$ cat src/rtl/pwr_seq_pkg.sv
package pwr_seq_pkg;
  typedef enum logic [1:0] {
    ST_IDLE  = 2'b00,
    ST_RAILS = 2'b01,
    ST_MEM   = 2'b10,
    ST_READY = 2'b11
  } seq_st_e;
endpackage

$ cat src/rtl/seq_dwell.sv
// Counts consecutive cycles with cond high; done fires on the Nth.
module seq_dwell #(
  parameter int unsigned N = 8
) (
  input  logic clk,
  input  logic rst_n,
  input  logic clr,
  input  logic cond,
  output logic done
);
  localparam int unsigned W = (N > 1) ? $clog2(N) : 1;
  localparam logic [W-1:0] LAST = W'(N - 1);

  logic [W-1:0] cnt;

  assign done = cond && (cnt == LAST);

  always_ff @(posedge clk or negedge rst_n) begin
    if (!rst_n)                   cnt <= '0;
    else if (clr || !cond || done) cnt <= '0;
    else                          cnt <= cnt + 1'b1;
  end
endmodule

$ cat src/rtl/btn_debounce.sv
module btn_debounce #(
  parameter int unsigned DEB_CYC = 16,
  parameter logic        RST_LVL = 1'b1
) (
  input  logic clk,
  input  logic rst_n,
  input  logic btn_in,
  output logic btn_lvl
);
  localparam int unsigned W = (DEB_CYC > 1) ? $clog2(DEB_CYC) : 1;
  localparam logic [W-1:0] LAST = W'(DEB_CYC - 1);

  logic [1:0]   sync_q;
  logic [W-1:0] cnt;

  always_ff @(posedge clk or negedge rst_n) begin
    if (!rst_n) sync_q <= {2{RST_LVL}};
    else        sync_q <= {sync_q[0], btn_in};
  end

  always_ff @(posedge clk or negedge rst_n) begin
    if (!rst_n) begin
      cnt     <= '0;
      btn_lvl <= RST_LVL;
    end else if (sync_q[1] == btn_lvl) begin
      cnt <= '0;
    end else if (cnt == LAST) begin
      cnt     <= '0;
      btn_lvl <= sync_q[1];
    end else begin
      cnt <= cnt + 1'b1;
    end
  end
endmodule

$ cat src/rtl/seq_fsm.sv
module seq_fsm
  import pwr_seq_pkg::*;
#(
  parameter int unsigned STABLE_CYC = 8,
  parameter int unsigned N_RAIL     = 3,
  parameter int unsigned N_MEM      = 2
) (
  input  logic              clk,
  input  logic              rst_n,
  input  logic              main_pg,
  input  logic [N_RAIL-1:0] rail_pg,
  input  logic [N_MEM-1:0]  mem_pg,
  output seq_st_e           state
);
  seq_st_e state_nx;
  logic    ok_main, ok_rails, ok_all;
  logic    cond, done, clr;

  assign ok_main  = main_pg;
  assign ok_rails = ok_main && (&rail_pg);
  assign ok_all   = ok_rails && (&mem_pg);

  // Condition that must dwell before leaving the current stage.
  always_comb begin
    unique case (state)
      ST_IDLE:  cond = ok_main;
      ST_RAILS: cond = ok_rails;
      ST_MEM:   cond = ok_all;
      default:  cond = 1'b0;
    endcase
  end

  always_comb begin
    state_nx = state;
    unique case (state)
      ST_IDLE:  if (done) state_nx = ST_RAILS;
      ST_RAILS: if (!ok_main) state_nx = ST_IDLE;
                else if (done) state_nx = ST_MEM;
      ST_MEM:   if (!ok_rails) state_nx = ST_IDLE;
                else if (done) state_nx = ST_READY;
      default:  if (!ok_all) state_nx = ST_IDLE;
    endcase
  end

  assign clr = (state_nx != state);

  seq_dwell #(.N(STABLE_CYC)) u_dwell (
    .clk  (clk),
    .rst_n(rst_n),
    .clr  (clr),
    .cond (cond),
    .done (done)
  );

  always_ff @(posedge clk or negedge rst_n) begin
    if (!rst_n) state <= ST_IDLE;
    else        state <= state_nx;
  end
endmodule

$ cat src/rtl/pwr_seq_top.sv
module pwr_seq_top
  import pwr_seq_pkg::*;
#(
  parameter int unsigned       STABLE_CYC = 1000,
  parameter int unsigned       DEB_CYC    = 1000000,
  parameter int unsigned       N_RAIL     = 3,
  parameter int unsigned       N_MEM      = 2,
  parameter int unsigned       VSEL_W     = 3,
  parameter logic [VSEL_W-1:0] VSEL_CODE  = 3'b010
) (
  input  logic              clk,
  input  logic              rst_n,
  input  logic              main_pg,
  input  logic [N_RAIL-1:0] rail_pg,
  input  logic [N_MEM-1:0]  mem_pg,
  input  logic              btn_raw,
  output logic [N_RAIL-1:0] rail_en,
  output logic [VSEL_W-1:0] adj_vsel,
  output logic              osc_en,
  output logic              prog_b,
  output logic [1:0]        seq_state
);
  seq_st_e st;
  logic    btn_lvl;
  logic    powered;

  seq_fsm #(
    .STABLE_CYC(STABLE_CYC),
    .N_RAIL    (N_RAIL),
    .N_MEM     (N_MEM)
  ) u_fsm (
    .clk    (clk),
    .rst_n  (rst_n),
    .main_pg(main_pg),
    .rail_pg(rail_pg),
    .mem_pg (mem_pg),
    .state  (st)
  );

  btn_debounce #(
    .DEB_CYC(DEB_CYC),
    .RST_LVL(1'b1)
  ) u_deb (
    .clk    (clk),
    .rst_n  (rst_n),
    .btn_in (btn_raw),
    .btn_lvl(btn_lvl)
  );

  assign powered = (st != ST_IDLE);

  for (genvar g = 0; g < N_RAIL; g++) begin : g_rail
    assign rail_en[g] = powered;
  end

  assign adj_vsel  = VSEL_CODE;
  assign osc_en    = (st == ST_READY);
  assign prog_b    = (st == ST_READY) && btn_lvl;
  assign seq_state = st;
endmodule

$ cat config.mk
export PLATFORM = sky130hd
export DESIGN_NAME = pwr_seq_top
export DESIGN_NICKNAME = d
export VERILOG_FILES = /design/src/rtl/pwr_seq_pkg.sv /design/src/rtl/seq_dwell.sv /design/src/rtl/btn_debounce.sv /design/src/rtl/seq_fsm.sv /design/src/rtl/pwr_seq_top.sv
export SDC_FILE = /design/constraint.sdc
export NUM_CORES = 1
export LEC_CHECK = 0
export CORE_ASPECT_RATIO = 0.75
export CORE_UTILIZATION = 40
export CTS_BUF_LIST = sky130_fd_sc_hd__clkbuf_8
export DETAILED_ROUTE_END_ITERATION = 10
export GPL_TIMING_DRIVEN = 0
export PLACE_DENSITY = 0.67
export RECOVER_POWER = 25
export SLEW_MARGIN = 20
export SYNTH_ARGS = -nofsm -noshare
export SYNTH_HDL_FRONTEND = slang
export SYNTH_HIERARCHICAL = 1
export SYNTH_SLANG_ARGS = --single-unit
$ cat constraint.sdc
create_clock -name clk -period 2.9 [get_ports clk]
set_clock_uncertainty 0.05 [all_clocks]
set_input_delay 0.29 -clock clk [delete_from_list [all_inputs] [get_ports clk]]
set_output_delay 0.29 -clock clk [all_outputs]
set_load 0.01 [all_outputs]
# Word level (Yosys, flattened, before mapping)
# Cells that the tools add are included.
# W data, S select, Z words.
# classes
addsub	2
eq_ne	7
muxes	11
n_bitwise	1
n_reduce_logical	12
# op_table
op	n
$mux W20	2
$add A20 B1 Y20 const B	1
$eq A20 B20 Y1 const B	1
$mux W2	6
$add A10 B1 Y10 const B	1
$eq A10 B10 Y1 const B	1
$mux W10	1
$pmux W2 S3	1
$eq A2 B2 Y1 const B	2
$logic_and A1 B1 Y1	4
$reduce_and A2 Y1	2
$pmux W1 S3	1
$reduce_and A3 Y1	1
$eq A2 B1 Y1 const B	1
$logic_not A2 Y1	1
$logic_or A1 B1 Y1	2
$ne A2 B2 Y1	1
$reduce_bool A2 Y1	1
$eq A1 B1 Y1	1
$logic_not A1 Y1	1
$not A1 Y1	1
# totals
register_bits	35
in_bits	9
output_inout_bits	10
wordCells	38

# Longest topological paths before layout
# logic_depth
depth_word	12
mapped_depth	10

# Modules after synthesis
# Netlist, hierarchy kept.
# by_module_without_submodules
mod	n_inst	cells_each	area_per_inst_um2	seq_area_each_um2
btn_debounce	1	108	1118.6	579.3
seq_dwell	1	54	501.7	250.2
seq_fsm	1	23	181.4	50.0
pwr_seq_top	1	11	73.8	0.0

# Worst setup path before layout
# Ideal clock, no wire load.
# synth_path
kind	reg-to-reg
start	register u_fsm.state[0]
end	register u_fsm.u_dwell.cnt[3]
setup_ns	0.131
arrival_time_ns	1.929
required_ns	2.719
path_slack_ns	0.790
stages_incl_launch_ff	11
period_less_slack_ns	2.110
path_cell_list	dfrtp_1 -> buf_6 -> nor3_1 -> o21a_1 -> inv_1 -> nor3_1 -> o32ai_1 -> nor2_1 -> nand2b_1 -> o21bai_1 -> nor2_1
# synth_via
elab_chain_cells	10
# synth_rtl
item	line_no	text
start, declared	seq_fsm.sv:13	output seq_st_e state
start signal, assigned	seq_fsm.sv:57	else state <= state_nx;
$eq A2 B2 Y1 (tied with other cells)	seq_fsm.sv:25	unique case (state)
$pmux W1 S3 (*)	seq_fsm.sv:25	
named net u_fsm.cond	seq_fsm.sv:17	logic cond, done, clr;
$logic_and A1 B1 Y1 (*)	seq_dwell.sv:16	assign done = cond && (cnt == LAST);
named net u_fsm.done	seq_fsm.sv:17	
$mux W2 (on tied branches)	seq_fsm.sv:40, seq_fsm.sv:38	
$mux W2 (on tied branches)	seq_fsm.sv:39, seq_fsm.sv:37	
$pmux W2 S3 (*)	seq_fsm.sv:35	unique case (state)
$ne A2 B2 Y1 (*)	seq_fsm.sv:45	assign clr = (state_nx != state);
named net u_fsm.clr	seq_fsm.sv:17	
$logic_or A1 B1 Y1 (*) (2 in series)	seq_dwell.sv:20	else if (clr || !cond || done) cnt <= '0;
$mux W10 (*)	seq_dwell.sv:20	
end signal, assigned	seq_dwell.sv:21	else cnt <= cnt + 1'b1;
end, declared	seq_dwell.sv:14	logic [W-1:0] cnt;
# The timed path passes the listed nets; every way through them passes the cells marked *.
# A chain may end at the register's enable or synchronous reset.

# Worst setup path in the final report
# layout_path
start	input port rail_pg[0]
end	register u_fsm.u_dwell.cnt[3]
# layout_via
elab_chain_cells	12
# layout_rtl
item	line_no	text
start, declared	pwr_seq_top.sv:14	input logic [N_RAIL-1:0] rail_pg,
$reduce_and A3 Y1 (*)	seq_fsm.sv:20	assign ok_rails = ok_main && (&rail_pg);
$logic_and A1 B1 Y1 (*)	seq_fsm.sv:20	
$logic_and A1 B1 Y1	seq_fsm.sv:21	assign ok_all = ok_rails && (&mem_pg);
$pmux W1 S3 (*)	seq_fsm.sv:25	
named net u_fsm.cond	seq_fsm.sv:17	
$logic_and A1 B1 Y1 (*)	seq_dwell.sv:16	
named net u_fsm.done	seq_fsm.sv:17	
$mux W2 (on tied branches)	seq_fsm.sv:40, seq_fsm.sv:38	
$mux W2 (on tied branches)	seq_fsm.sv:39, seq_fsm.sv:37	
$pmux W2 S3 (*)	seq_fsm.sv:35	
$ne A2 B2 Y1 (*)	seq_fsm.sv:45	
named net u_fsm.clr	seq_fsm.sv:17	
$logic_or A1 B1 Y1 (*) (2 in series)	seq_dwell.sv:20	
$mux W10 (*)	seq_dwell.sv:20	
# Marks and branches as above.

==> flow_summary.toml <==
[run_status]
status = "finished clean"

[clock_tree]
h-tree-depth = 2
clockBufferDepth = 2
numCtsBuffers = 5
post_cts_buffers = 0
clockRootBuffer = "clkbuf_8"
clock-sinks = 35
clk_latency_ns = 0.28
cts_resized = 0
postCtsHoldBufs = 1
cts_tree = "yes"
path_clk_slew_ns = 0.07

[setup_path]
path_class = "primary input to register"
cp_max_fo = 6
regToRegSetupSlack_ns = 0.46
cp-endpoint = "u_fsm/u_dwell/cnt[3]$_DFF_PN0_"
crit_start = "rail_pg[0]"
rr_startpoint = "u_fsm/state[0]$_DFF_PN0_"
endpoint_kind = "register"
worstPathRequired_ns = 3.01
cp.arrival_ns = 2.63
r2r-end = "u_fsm/u_dwell/cnt[3]$_DFF_PN0_"
worst_setup_path_start_kind = "primary input"
r2r_cells = 10

[placement]
hpwl_mm = 2.42
gp_congestion = 0.744
portBuffers = 15
placed_area_um2 = 2120

[sta]
min_period_over_period_pct = 86.9
tightest_slew_ns = 1.39
setup_viol = 0
fmax_mhz = 397
finalSetupTns_ns = 0
hold_violations = 0
rsz0062_at_grt = "no"
slew_viol_final = 0
slew_headroom_pct = 7.48
period_minus_slack_ns = 2.52

[global_routing]
grt_pass1_vias = 1239
grt_max_degree = 27
grt.overflow.total = 0
antenna_found_initial = 0
grt_first_pass_wirelength_mm = 5.75
grtUsageTotal_pct = 15.7

[synthesis]
ys_ff_latch = 35
synth-seq-area-share_pct = 46.9
syn-instance-count = 196
mappedNetlistArea_um2 = 1880
synth.distinct_cells = 43
syn_avg_cell_area_um2 = 9.57
yosysWarnings = 6

[drt]
final_antenna_net_count = 0
drc = 0
drt_iter0_markers = 105
drt-total-wl_mm = 3.36
drt_pass1_iterations = 5
viasPerCell = 5.12
routedWlPerCell_um = 12.1
vias = 1429

[power]
p_clk_share_pct = 37.4
p_sw_share_pct = 23.8
ir_drop_v = 0.000206
p_seq_share_pct = 56.5
combPwrFrac_pct = 6.2
p_leak_nw = 0.899
p_sw_mw = 0.214
intPower_mw = 0.683
power.density_nw_per_um2 = 410
total_power_mw = 0.897

[job]
maxCapViolations = 0

[floorplan]
dieArea_um2 = 4970
boundaryPins = 19
coreArea_um2 = 4490
initial_core_util_pct = 41.7
die_w_um = 81.1
num_rows = 21
die_height_um = 61.3

[finish]
final_common_cell = "dfrtp_1"
nFillCells = 421
area_delta_synth_final_pct = 16.7
fin_area_um2 = 2190
fin_nets = 232
layout_common_cells = "dfrtp_1 (32), nor2_1 (30), xnor2_1 (14), clkdlybuf4s50_1 (13), nand3_1 (12)"
layout-drive-gt1-share_pct = 12.6
diodes = 0

[hold_path]
hp-class = "register to register"
hp-start = "u_deb/sync_q[0]$_DFF_PN1_"
[metal layers]
metal  GRT usage, %  up-vias  wire [um]
met3           4.89        0        108
met5              0        -          0
met1           21.8      682       1730
met2           23.5       20       1530
met4           5.36        0          0
li1               -      727          -
[layout make-up]
| cell class | instances | area, um^2 | share of cell area (%) |
|---|---|---|---|
| clock inverters | 3 | 12.5 | 0.571 |
| repair buffers | 17 | 158 | 7.20 |
| clock buffers | 5 | 68.8 | 3.14 |
| flip-flops and latches | 35 | 880 | 40.2 |
| plain buffers | 9 | 66.3 | 3.03 |
| multi-input cells | 146 | 907 | 41.4 |
| well taps | 57 | 71.3 | 3.26 |
| inverters | 7 | 26.3 | 1.20 |
[power by group through the flow]
| stage | clock network (mW) | registers, mW | logic, mW |
|---|---|---|---|
| floorplan | 0 | 0.514 | 0.0286 |
| global placement | 0 | 0.516 | 0.0563 |
| detailed placement | 0 | 0.516 | 0.0589 |
| CTS | 0.349 | 0.506 | 0.0601 |
| global route | 0.373 | 0.508 | 0.0649 |
| finish | 0.335 | 0.506 | 0.0555 |
[synthesized netlist by cell type]
cell type,n,area share (%)
a21oi_1,8,2.1
a31oi_1,3,1.0
and2_1,1,0.33
and2_2,1,0.40
and3_1,3,1.0
and3_2,1,0.40
and4_1,2,0.93
and4bb_2,1,0.67
buf_2,1,0.27
buf_4,6,2.4
buf_6,1,0.60
clkbuf_2,1,0.27
conb_1,2,0.40
dfrtp_1,32,43
dfstp_2,3,4.2
ha_1,2,1.3
inv_1,7,1.4
mux2_2,1,0.60
mux2i_1,2,1.1
nand2_1,11,2.2
nand2b_1,2,0.67
nand3_1,12,3.2
nand3_2,1,0.53
nand3b_1,1,0.40
nand4_1,6,2.0
nand4_2,2,1.3
nand4_4,1,1.1
nor2_1,30,6.0
nor2b_1,1,0.33
nor3_1,9,2.4
nor4_1,4,1.3
nor4_2,1,0.67
nor4b_1,2,0.93
o21a_1,1,0.40
o21ai_0,3,0.80
o21ai_2,1,0.47
o21bai_1,1,0.40
o32ai_1,1,0.47
or2_1,2,0.67
or3_1,4,1.3
or4_1,1,0.40
xnor2_1,14,6.5
xor2_1,7,3.3
[how the worst min path moves through the flow]
stage,endpoint,slack (ns),cells after the start
2_1_floorplan,u_deb/cnt[0]$_DFF_PN0_,-0.06,0
3_3_place_gp,u_deb/sync_q[1]$_DFF_PN1_,0.30,0
3_5_place_dp,u_deb/cnt[1]$_DFF_PN0_,0.12,1
4_1_cts,u_deb/sync_q[1]$_DFF_PN1_,0.31,0
5_1_grt,u_deb/sync_q[1]$_DFF_PN1_,0.31,0
6_report,u_deb/sync_q[1]$_DFF_PN1_,0.31,0
[through the flow]
step	hold slack [ns]	utilization (%)	cells	worst slack, ns
floorplan	-0.0556	-	197	0.790
global placement	0.296	46.8	269	0.119
detailed placement	0.120	47.1	270	0.0999
CTS	0.307	49.1	279	0.397
global route	0.310	48.7	279	0.170
finish	0.306	48.7	279	0.379
[state kept, by name (all words and copies together) (netlist names)]
| register | cells |
|---|---|
| u_fsm/state | 2 |
| u_deb/btn_lvl | 1 |
| u_deb/sync_q | 2 |
| u_fsm/u_dwell/cnt | 10 |
| u_deb/cnt | 20 |
[cells by family after synthesis]
group,count (synthesis),share of synthesized area (%)
AO/OA/AOI/OAI,18,5.67
XOR/XNOR,21,9.81
adder cells (fa/ha/maj),2,1.33
buffers and inverters,16,4.94
flip-flops,35,46.9
multiplexers,3,1.67
other,2,0.400
AND/OR/NAND/NOR,99,29.3
[critical path, stage by stage]
cell	delay, ns
clkdlybuf4s50_1	0.49
nand3_1	0.13
nor3_1	0.20
o21a_1	0.17
inv_1	0.04
nor3_1	0.46
o32ai_1	0.16
nor2_1	0.10
nand2b_1	0.24
o21bai_1	0.25
nor2_1	0.09
No activity file was read; power rests on OpenSTA's default activity.
